--- src/rtl/cresp_pkg.sv ---
package cresp_pkg;

    typedef struct packed {
        logic stop_n;
        logic shared_n;
        logic owner_n;
    } resp_t;

    localparam resp_t RESP_IDLE = '{stop_n: 1'b1, shared_n: 1'b1, owner_n: 1'b1};

    localparam int NUM_REDUCED = 2;

endpackage

--- src/rtl/cresp_reduce.sv ---
module cresp_reduce #(
    parameter int W = 8
) (
    input  logic [W-1:0] in_n,
    output logic         any_n
);
    // Active-low OR: result asserted (low) if any input is low.
    always_comb begin
        any_n = 1'b1;
        for (int i = 0; i < W; i++) begin
            if (!in_n[i]) any_n = 1'b0;
        end
    end
endmodule

--- src/rtl/cresp_stage.sv ---
module cresp_stage
    import cresp_pkg::*;
#(
    parameter int W = 8
) (
    input  logic         clk,
    input  logic         rst_n,
    input  logic [W-1:0] stop_n,
    input  logic [W-1:0] shared_n,
    input  logic         owner_n,
    output resp_t        out_q
);
    logic [NUM_REDUCED-1:0][W-1:0] bank;
    logic [NUM_REDUCED-1:0]        any_n;

    assign bank[0] = stop_n;
    assign bank[1] = shared_n;

    for (genvar g = 0; g < NUM_REDUCED; g++) begin : g_red
        cresp_reduce #(.W(W)) u_red (
            .in_n  (bank[g]),
            .any_n (any_n[g])
        );
    end

    resp_t stage_d, stage_q;

    always_comb begin
        stage_d          = stage_q;
        stage_d.stop_n   = any_n[0];
        stage_d.shared_n = any_n[1];
        stage_d.owner_n  = owner_n;
    end

    always_ff @(posedge clk or negedge rst_n) begin
        if (!rst_n) stage_q <= RESP_IDLE;
        else        stage_q <= stage_d;
    end

    assign out_q = stage_q;
endmodule

--- src/rtl/cresp_combiner.sv ---
module cresp_combiner
    import cresp_pkg::*;
#(
    parameter int NUM_DEV  = 8,
    parameter int NUM_NODE = 8
) (
    input  logic                clk,
    input  logic                rst_n,
    input  logic [NUM_DEV-1:0]  dev_stop_n,
    input  logic [NUM_DEV-1:0]  dev_shared_n,
    input  logic                dev_owner_n,
    output logic                bcast_stop_n,
    output logic                bcast_shared_n,
    output logic                bcast_owner_n,
    input  logic [NUM_NODE-1:0] node_stop_n,
    input  logic [NUM_NODE-1:0] node_shared_n,
    input  logic                node_owner_n,
    output logic                ret_stop_n,
    output logic                ret_shared_n,
    output logic                ret_owner_n
);
    resp_t send_q, ret_q;

    // Outbound stage: local devices -> broadcast to every node
    cresp_stage #(.W(NUM_DEV)) u_send (
        .clk      (clk),
        .rst_n    (rst_n),
        .stop_n   (dev_stop_n),
        .shared_n (dev_shared_n),
        .owner_n  (dev_owner_n),
        .out_q    (send_q)
    );

    // Return stage: all node broadcasts -> local devices
    cresp_stage #(.W(NUM_NODE)) u_ret (
        .clk      (clk),
        .rst_n    (rst_n),
        .stop_n   (node_stop_n),
        .shared_n (node_shared_n),
        .owner_n  (node_owner_n),
        .out_q    (ret_q)
    );

    assign bcast_stop_n   = send_q.stop_n;
    assign bcast_shared_n = send_q.shared_n;
    assign bcast_owner_n  = send_q.owner_n;
    assign ret_stop_n     = ret_q.stop_n;
    assign ret_shared_n   = ret_q.shared_n;
    assign ret_owner_n    = ret_q.owner_n;
endmodule

--- config.mk ---
export PLATFORM = sky130hd
export DESIGN_NAME = cresp_combiner
export DESIGN_NICKNAME = d
export VERILOG_FILES = /design/src/rtl/cresp_pkg.sv /design/src/rtl/cresp_reduce.sv /design/src/rtl/cresp_stage.sv /design/src/rtl/cresp_combiner.sv
export SDC_FILE = /design/constraint.sdc
export NUM_CORES = 1
export LEC_CHECK = 0
export BUFFER_PORTS_ARGS = -buffer_cell sky130_fd_sc_hd__clkbuf_2
export CORE_AREA = 2 2 39 41
export CTS_CLUSTER_DIAMETER = 100
export CTS_CLUSTER_SIZE = 14
export DETAILED_ROUTE_END_ITERATION = 10
export DIE_AREA = 0 0 41 43
export GPL_ROUTABILITY_DRIVEN = 0
export PLACE_DENSITY = 0.54
export SLEW_MARGIN = 20
export SYNTH_ARGS = -nofsm -noshare
export SYNTH_HDL_FRONTEND = slang
export SYNTH_SLANG_ARGS = --single-unit
--- constraint.sdc ---
create_clock -name clk -period 0.8 [get_ports clk]
set_input_delay 0.12 -clock clk [delete_from_list [all_inputs] [get_ports clk]]
set_output_delay 0.12 -clock clk [all_outputs]
set_load 0.05 [all_outputs]
# Yosys cells after proc, flatten, opt, wreduce, memory -nomap -nowiden
# Index checks and enable logic that the tools add are counted.
# W data, S select, Z words.
# word_totals
regBits,6
in_bits,36
out_inout_bits,6
wordCells,38
# op_classes
muxes,32
# op_table
cell,n
$mux W1,32

# Depth between registers and ports, before layout
# Gate-level depths: netlist of run 1.
# logic_depth
depth_word,8
ltp_mapped,2
mapped_depth_nobuf,2

# Hierarchy
# Synthesis of run 1 repeated with hierarchy kept, for this count alone.
# hier_totals
cells_unflattened,18
area_unflattened_um2,222.7
# modules_own_cells
mod,instances,cells_per_inst,area_each_um2,seq_area_each_um2
cresp_stage,2,3,78.8,78.8
cresp_reduce,4,3,16.3,0.0

# Least setup slack after synthesis of run 1
# OpenSTA, ideal clock, no wires.
# synth_timing
path_type,register -> output
from,"register u_send.stage_q, in the netlist u_send.out_q[0]"
to,output port bcast_owner_n
arrival_ps,656
t_required_ps,680
path_slack_ps,24
stages_incl_launch_ff,1
path_buffers,0
cell_sequence,dfstp_2
# synth_rtl
item,line,source
start: declaration,cresp_stage.sv:26,"resp_t stage_d, stage_q;"
start signal: assignment,cresp_stage.sv:37,else stage_q <= stage_d;
end: declaration,cresp_combiner.sv:14,"output logic bcast_owner_n,"
# No word-level cell between the ends.

# Worst setup path after layout of run 1
# layout_timing
from,"register u_ret.stage_q, in the netlist u_ret.out_q[1]"
to,output port ret_shared_n
# layout_rtl
item,line,source
start: declaration,cresp_stage.sv:26,
start signal: assignment,cresp_stage.sv:37,
end: declaration,cresp_combiner.sv:19,"output logic ret_shared_n,"
# No word-level cell between the ends.

==> results.py, run 1 <==
metrics = {
    "final_layout": {
        "num-nets-final": 103,
        "stdcell_count": 81,
        "multi_input_area_um2": 65.06,
        "nFillCells": 143,
        "insertedDiodeCount": 0,
        "seqCellArea_um2": 157.7,
        "drive_gt1_share_pct": 76.92,
        "syn2layout_area_growth_pct": 156.2,
    },
    "synth": {
        "synth_edf_count": 0,
        "synth_area_per_cell_um2": 12.37,
        "syn_inst": 18,
        "synth_top_area_share_pct": 70.79,
        "ys.flop_type": "dfstp_2",
        "ys_async_sr_fraction_pct": 100.0,
        "yosys.area.top_type": "dfstp_2",
        "synth-seq-cells": 6,
        "yosysUniqueCellTypes": 3,
        "synth.cell_area_um2": 222.7,
        "synth_common_cells": "nand4_1, dfstp_2, nor2_1",
        "synth_warnings": 0,
        "synth_area_leaders": "dfstp_2, nand4_1, nor2_1",
        "synth_nets": 54,
        "synth_most_common_cell": "nand4_1",
        "seq_area_frac_synth_pct": 70.79,
    },
    "cts": {
        "clk_path_buf_depth": 2,
        "cts_buffers": 3,
        "cts_tree": "built",
        "root_buffer": "clkbuf_4",
        "post_cts_buffers": 0,
        "cts.sinks": 6,
        "htree_levels": 1,
        "path_clk_slew_ps": 40,
    },
    "timing": {
        "slew_viol_final": 0,
        "hold_violations": 0,
        "tightest_slew_ps": 133.7,
        "hold_slack_ps": 56.56,
        "setup_viol": 6,
        "rsz0062_at_grt": "yes",
        "fin_crit_sh_pct": 129.6,
        "max_freq_ghz": 0.9644,
        "fin_ws_ps": -237.0,
        "relSlewSlack_pct": 91.09,
        "post-route-min-period_ps": 1037,
    },
    "placed_design": {
        "dp_cells": 75,
        "pre_cts_slack_ps": -82.57,
        "io_buffers": 41,
        "hpwlAfterDp_um": 653.3,
    },
    "worst_setup_path": {
        "required_ps": 680,
        "end_kind": "primary output",
        "cp_slowest_stage_delay_ps": 530,
        "path_cells": "clkbuf_16",
        "cp-start-kind": "register",
        "crit_slowest_cell": "dfstp_2",
        "cp_max_fo": 1,
        "worstSetupPathType": "register to primary output",
        "crit_cells": 1,
        "cp_num_buf_inv": 1,
        "arrival_ps": 920,
        "critical-path-top-delay-family": "flip-flops",
    },
    "worst_hold_path": {
        "min_path_type": "primary input to register",
        "min_from": "dev_shared_n[0]",
        "min_path_cells": 3,
        "holdPathEnd": "u_send.out_q[1]",
    },
    "die": {
        "coreArea_um2": 1384,
        "fp.dieH_um": 43,
        "die_area_um2": 1763,
        "die-width_um": 41,
        "start_util_pct": 16.09,
        "row_count": 14,
        "ios": 42,
    },
    "power_and_ir_drop": {
        "p_leak_nw": 0.2878,
        "peakVddDrop_uv": 326.3,
        "power.density_nw_per_um2": 1274,
        "p_total_w": 0.0007271,
    },
    "detailed_routing": {
        "vias_per_cell": 4.099,
        "ant_nets": 0,
        "drc": 0,
        "wire_per_inst_um": 8.914,
        "drt_wl_total_um": 722,
        "drt-initial-drc-count": 0,
        "dr_total_vias": 332,
        "first_pass_iters": 1,
    },
    "job": {
        "drv_cap": 0,
    },
    "grt": {
        "grt_overflow_total": 0,
        "grt_usage_pct": 10.09,
        "grt_pass1_vias": 349,
        "grt_max_degree": 7,
        "grt_pass1_wl_mm": 1.173,
        "grt_antenna_before_repair": 0,
    },
    "status": {
        "status": "finished with violations",
        "violations": "negative setup slack",
    },
}
## layout by cell type, fill, tap and decap left out, drive strengths merged
cell,n
buf,5
nor2,4
dfstp,6
clkbuf,39
nand4,8
dlygate4sd3,3
## timing repair
item	in CTS	in global routing
pin swaps	0	0
hold endpoints to repair	8	0
cloned	0	0
endpoints found under the setup margin	6	6
hold buffers	3	0
resized for setup	13	5
## sequential cells by signal (all words and copies together), names as in the netlist
register / count
u_send.out_q: 3
u_ret.out_q: 3
## cells by family (layout without fill, tap and decap cells)
family | after synthesis | count (layout) | synth area share, %
buf+inv | 0 | 47 | 0
flops | 6 | 6 | 70.79
simple gates | 12 | 12 | 29.21
## stage by stage
| stage | utilization [%] | setup TNS (ps) | instance area (um^2) |
|---|---|---|---|
| 4_1_cts | 40.78 | -1526 | 564.3 |
| 3_3_place_gp | 32.37 | -457.0 | 447.9 |
| 2_1_floorplan | - | 0 | 222.7 |
| 5_1_grt | 41.23 | -1505 | 570.5 |
| 3_5_place_dp | 32.37 | -468.4 | 447.9 |
| 6_report | 41.23 | -1348 | 570.5 |
## worst max-delay path by stage
stage,from,to,slack [ps]
2_1_floorplan,u_send.out_q[0],bcast_owner_n,20
3_3_place_gp,u_send.out_q[2],bcast_stop_n,-80
3_5_place_dp,u_send.out_q[0],bcast_owner_n,-80
4_1_cts,u_send.out_q[0],bcast_owner_n,-260
5_1_grt,u_ret.out_q[1],ret_shared_n,-260
6_report,u_ret.out_q[1],ret_shared_n,-240
## power breakdown
group / internal [W] / switching, W / leakage (nW) / total [W]
sequential: 0.000316 / 0.00000364 / 0.0623 / 0.000320
combinational: 0.0000891 / 0.0000547 / 0.212 / 0.000144
clock: 0.000169 / 0.0000949 / 0.0138 / 0.000264
## area by class of cell
class,count,area share (%)
Timing Repair Buffer,44,53.51
Sequential cell,6,27.63
Multi-Input combinational cell,12,11.40
Clock buffer,3,3.947
Tap cell,16,3.509
## per-layer routing
layer	track usage [%]	share of wire [%]	vias up
li1	-	-	164
met1	10.46	34	143
met2	15.63	53	25
met3	0	12	0
met4	12.00	0	0
met5	0	0	-
Note: power is estimated with default switching activity, not from simulation.
==> inputs of run 2 (changes only) <==
Settings changed: CELL_PAD_IN_SITES_DETAIL_PLACEMENT set to 1, CELL_PAD_IN_SITES_GLOBAL_PLACEMENT set to 2, CORE_AREA 2 2 39 41 to not set, CORE_MARGIN set to 2, CORE_UTILIZATION set to 10, DIE_AREA 0 0 41 43 to not set, PLACE_DENSITY 0.54 to 0.73.
==> results.py, run 2 (same netlist as run 1, synthesis figures left out) <==
metrics = {
    "die": {
        "row_count": 17,
        "die-width_um": 51.19,
        "coreArea_um2": 2148,
        "fp.dieH_um": 51.19,
        "ios": 42,
        "die_area_um2": 2620,
        "start_util_pct": 10.37,
    },
    "status": {
        "violations": "negative setup slack",
        "status": "finished with violations",
    },
    "timing": {
        "hold_violations": 0,
        "rsz0062_at_grt": "yes",
        "fin_ws_ps": -243.9,
        "max_freq_ghz": 0.9579,
        "relSlewSlack_pct": 90.59,
        "hold_slack_ps": 60.44,
        "slew_viol_final": 0,
        "tightest_slew_ps": 141.2,
        "post-route-min-period_ps": 1044,
        "fin_crit_sh_pct": 130.5,
        "setup_viol": 6,
    },
    "placed_design": {
        "hpwlAfterDp_um": 781.4,
        "dp_cells": 87,
        "io_buffers": 41,
    },
    "detailed_routing": {
        "drt-initial-drc-count": 2,
        "drt_wl_total_um": 862,
        "dr_total_vias": 330,
        "vias_per_cell": 3.548,
        "wire_per_inst_um": 9.269,
        "first_pass_iters": 2,
        "drc": 0,
        "ant_nets": 0,
    },
    "worst_setup_path": {
        "cp_max_fo": 1,
        "critical-path-top-delay-family": "flip-flops",
        "cp_num_buf_inv": 1,
        "worstSetupPathType": "register to primary output",
        "cp-start-kind": "register",
        "required_ps": 680,
        "end_kind": "primary output",
        "crit_slowest_cell": "dfstp_2",
        "path_cells": "clkbuf_16",
        "arrival_ps": 920,
        "cp_slowest_stage_delay_ps": 530,
    },
    "job": {
        "drv_cap": 0,
    },
    "cts": {
        "cts_tree": "built",
        "cts.sinks": 6,
        "cts_buffers": 3,
        "path_clk_slew_ps": 40,
        "clk_path_buf_depth": 2,
        "root_buffer": "clkbuf_4",
        "htree_levels": 1,
    },
    "final_layout": {
        "multi_input_area_um2": 65.06,
        "num-nets-final": 103,
        "stdcell_count": 93,
        "layout_commonest_cell": "clkbuf_2",
        "drive_gt1_share_pct": 76.92,
        "insertedDiodeCount": 0,
        "layout_common_cells": "clkbuf_2, nand4_1, dfstp_2, buf_12, nor2_1",
        "nFillCells": 260,
        "seqCellArea_um2": 157.7,
        "syn2layout_area_growth_pct": 174.2,
    },
    "grt": {
        "grt_max_degree": 7,
        "grt_pass1_vias": 367,
        "grt_usage_pct": 8.318,
        "grt_antenna_before_repair": 0,
        "grt_overflow_total": 0,
        "grt_pass1_wl_mm": 1.559,
    },
    "power_and_ir_drop": {
        "power.density_nw_per_um2": 1217,
        "peakVddDrop_uv": 434.3,
        "p_leak_nw": 0.2946,
    },
    "worst_hold_path": {
        "min_path_type": "primary input to register",
    },
}
[run 2: final cells by class]
type / instances / area share [%]
repair buffers: 44 / 54.10
flip-flops and latches: 6 / 25.82
multi-input cells: 12 / 10.66
well taps: 28 / 5.738
clock buffers: 3 / 3.689
[run 2: timing repair]
item,CTS,global route
hold buffers,3,0
endpoints found under the setup margin,6,6
setup buffers,0,0
hold endpoints to repair,8,0
gates resized for setup,3,0
gates cloned,0,0
[run 2: path summary, 6_finish.rpt]
kind	start	endpoint	slack [ps]	cells past startpoint
setup / recovery	u_send.out_q[2]	bcast_stop_n	-240	1
hold / removal	node_stop_n[0]	u_ret.out_q[2]	60	3
max in group asynchronous	rst_n	u_ret.out_q[0]	340	2
min in group asynchronous	rst_n	u_send.out_q[0]	440	2
[run 2: per-stage QoR]
step                      worst slack, ps  power [W]  util [%]  instance area (um^2)  TNS [ps]
after detailed placement           -77.72  0.0004662     25.04                 538.0    -77.72
after global routing               -271.5  0.0007989     28.42                 610.6     -1555
after global placement             -75.65  0.0004616     25.04                 538.0    -75.65
final                              -243.9  0.0007430     28.42                 610.6     -1373
after CTS                          -261.2  0.0007652     28.42                 610.6     -1472
after floorplan                     24.46  0.0003499         -                 222.7         0
[run 2: metal layers]
layer / routed length [um] / share of wire (%) / vias to the layer above / GRT usage (%)
met5: 0 / 0 / - / 0
met4: 0 / 0 / 0 / 6.757
li1: - / - / 165 / -
met1: 251 / 29 / 143 / 8.108
met3: 101 / 12 / 0 / 2.632
met2: 508 / 59 / 22 / 14.29
[run 2: power breakdown]
part / switching (W) / leakage, nW / internal, W
combinational: 0.0000571 / 0.219 / 0.0000956
clock: 0.000100 / 0.0138 / 0.000169
sequential: 0.00000485 / 0.0623 / 0.000316
total: 0.000162 / 0.295 / 0.000581
==> inputs of run 3 (changes only) <==
Clock period 0.8 ns to 1.2 ns, I/O delays scaled along.
==> results.py, run 3 (same netlist as run 1, synthesis figures left out) <==
metrics = {
    "power_and_ir_drop": {
        "power.density_nw_per_um2": 928.4,
        "p_leak_nw": 0.2620,
        "peakVddDrop_uv": 269.1,
    },
    "die": {
        "die-width_um": 51.19,
        "start_util_pct": 10.37,
        "die_area_um2": 2620,
        "row_count": 17,
        "ios": 42,
        "coreArea_um2": 2148,
        "fp.dieH_um": 51.19,
    },
    "cts": {
        "path_clk_slew_ps": 40,
        "clk_path_buf_depth": 2,
        "htree_levels": 1,
        "cts.sinks": 6,
        "cts_tree": "built",
        "root_buffer": "clkbuf_4",
        "cts_buffers": 3,
    },
    "worst_setup_path": {
        "arrival_ps": 990,
        "cp_max_fo": 1,
        "cp_num_buf_inv": 1,
        "worstSetupPathType": "register to primary output",
        "cp_slowest_stage_delay_ps": 500,
        "path_cells": "buf_2",
        "end_kind": "primary output",
        "required_ps": 1020,
        "critical-path-top-delay-family": "flip-flops",
        "cp-start-kind": "register",
        "crit_slowest_cell": "dfstp_2",
    },
    "grt": {
        "grt_antenna_before_repair": 0,
        "grt_pass1_vias": 319,
        "grt_overflow_total": 0,
        "grt_pass1_wl_mm": 1.317,
        "grt_usage_pct": 6.950,
        "grt_max_degree": 7,
    },
    "detailed_routing": {
        "drt-initial-drc-count": 1,
        "vias_per_cell": 3.527,
        "ant_nets": 0,
        "first_pass_iters": 2,
        "drt_wl_total_um": 786,
        "drc": 0,
        "dr_total_vias": 321,
        "wire_per_inst_um": 8.637,
    },
    "final_layout": {
        "syn2layout_area_growth_pct": 125.8,
        "insertedDiodeCount": 0,
        "nFillCells": 263,
        "layout_commonest_cell": "clkbuf_2",
        "drive_gt1_share_pct": 79.37,
        "layout_common_cells": "clkbuf_2, nand4_1, clkbuf_4, dfstp_2, nor2_1",
        "num-nets-final": 101,
    },
    "timing": {
        "relSlewSlack_pct": 83.07,
        "setup_viol": 0,
        "post-route-min-period_ps": 1166,
        "hold_violations": 0,
        "slew_viol_final": 0,
        "max_freq_ghz": 0.8573,
        "rsz0062_at_grt": "no",
        "tightest_slew_ps": 255.7,
        "hold_slack_ps": 30.00,
        "finalSetupTns_ps": 0,
        "fin_crit_sh_pct": 97.21,
    },
    "worst_hold_path": {
        "min_path_type": "primary input to register",
        "min_path_cells": 1,
        "holdPathEnd": "u_send.out_q[0]",
        "min_from": "dev_owner_n",
    },
    "placed_design": {
        "io_buffers": 41,
    },
    "job": {
        "drv_cap": 0,
    },
    "status": {
        "status": "finished, final reports clean",
    },
}
==> run 3: changes by cell type in the layout (fill, tap and decap cells not counted), sizes merged <==
cell         previous run  this run
buf                     5         3
clkbuf                 39        41
dlygate4sd3             3         1
==> run 3: cell type report <==
| cell class | instances | area, um^2 | area share [%] |
|---|---|---|---|
| Timing Repair Buffer | 42 | 222.7 | 44.28 |
| Sequential cell | 6 | 157.7 | 31.34 |
| Multi-Input combinational cell | 12 | 65.06 | 12.94 |
| Tap cell | 28 | 35.03 | 6.965 |
| Clock buffer | 3 | 22.52 | 4.478 |
==> run 3: worst max-delay path by stage <==
| stage | startpoint | to | depth (start not counted) |
|---|---|---|---|
| floorplan | u_send.out_q[0] | bcast_owner_n | 0 |
| global placement | u_send.out_q[0] | bcast_owner_n | 1 |
| detailed placement | u_ret.out_q[2] | ret_stop_n | 1 |
| CTS | u_send.out_q[0] | bcast_owner_n | 1 |
| global route | u_ret.out_q[1] | ret_shared_n | 1 |
| finish | u_ret.out_q[0] | ret_owner_n | 1 |
==> run 3: power by group <==
| part | internal (W) | switching (W) | leakage, nW |
|---|---|---|---|
| Combinational | 0.0000481 | 0.0000361 | 0.186 |
| Clock | 0.000112 | 0.0000591 | 0.0138 |
| Sequential | 0.000210 | 0.000000964 | 0.0623 |
==> run 3: per-layer routing <==
layer	part of all wire, %	global-route usage [%]
met2	52	10.82
met4	0	4.054
met1	33	8.065
met5	0	0
met3	15	2.632
==> run 3: timing repair <==
action,4_1_cts,5_1_grt
resized for setup,1,7
hold endpoints to repair,6,0
hold buffers,1,0
endpoints found under the setup margin,1,5
setup buffers,0,0
==> run 3: per-stage QoR <==
| step | cells | power (W) | util, % | setup slack [ps] | instance area, um^2 |
|---|---|---|---|---|---|
| global route | 91 | 0.0004999 | 23.41 | 0.7672 | 503.0 |
| CTS | 91 | 0.0004765 | 23.18 | 1.533 | 498.0 |
| global placement | 87 | 0.0002936 | 21.55 | 253.1 | 462.9 |
| finish | 91 | 0.0004670 | 23.41 | 33.50 | 503.0 |
| floorplan | 18 | 0.0002332 | - | 364.5 | 222.7 |
| detailed placement | 87 | 0.0002963 | 21.55 | 253.1 | 462.9 |
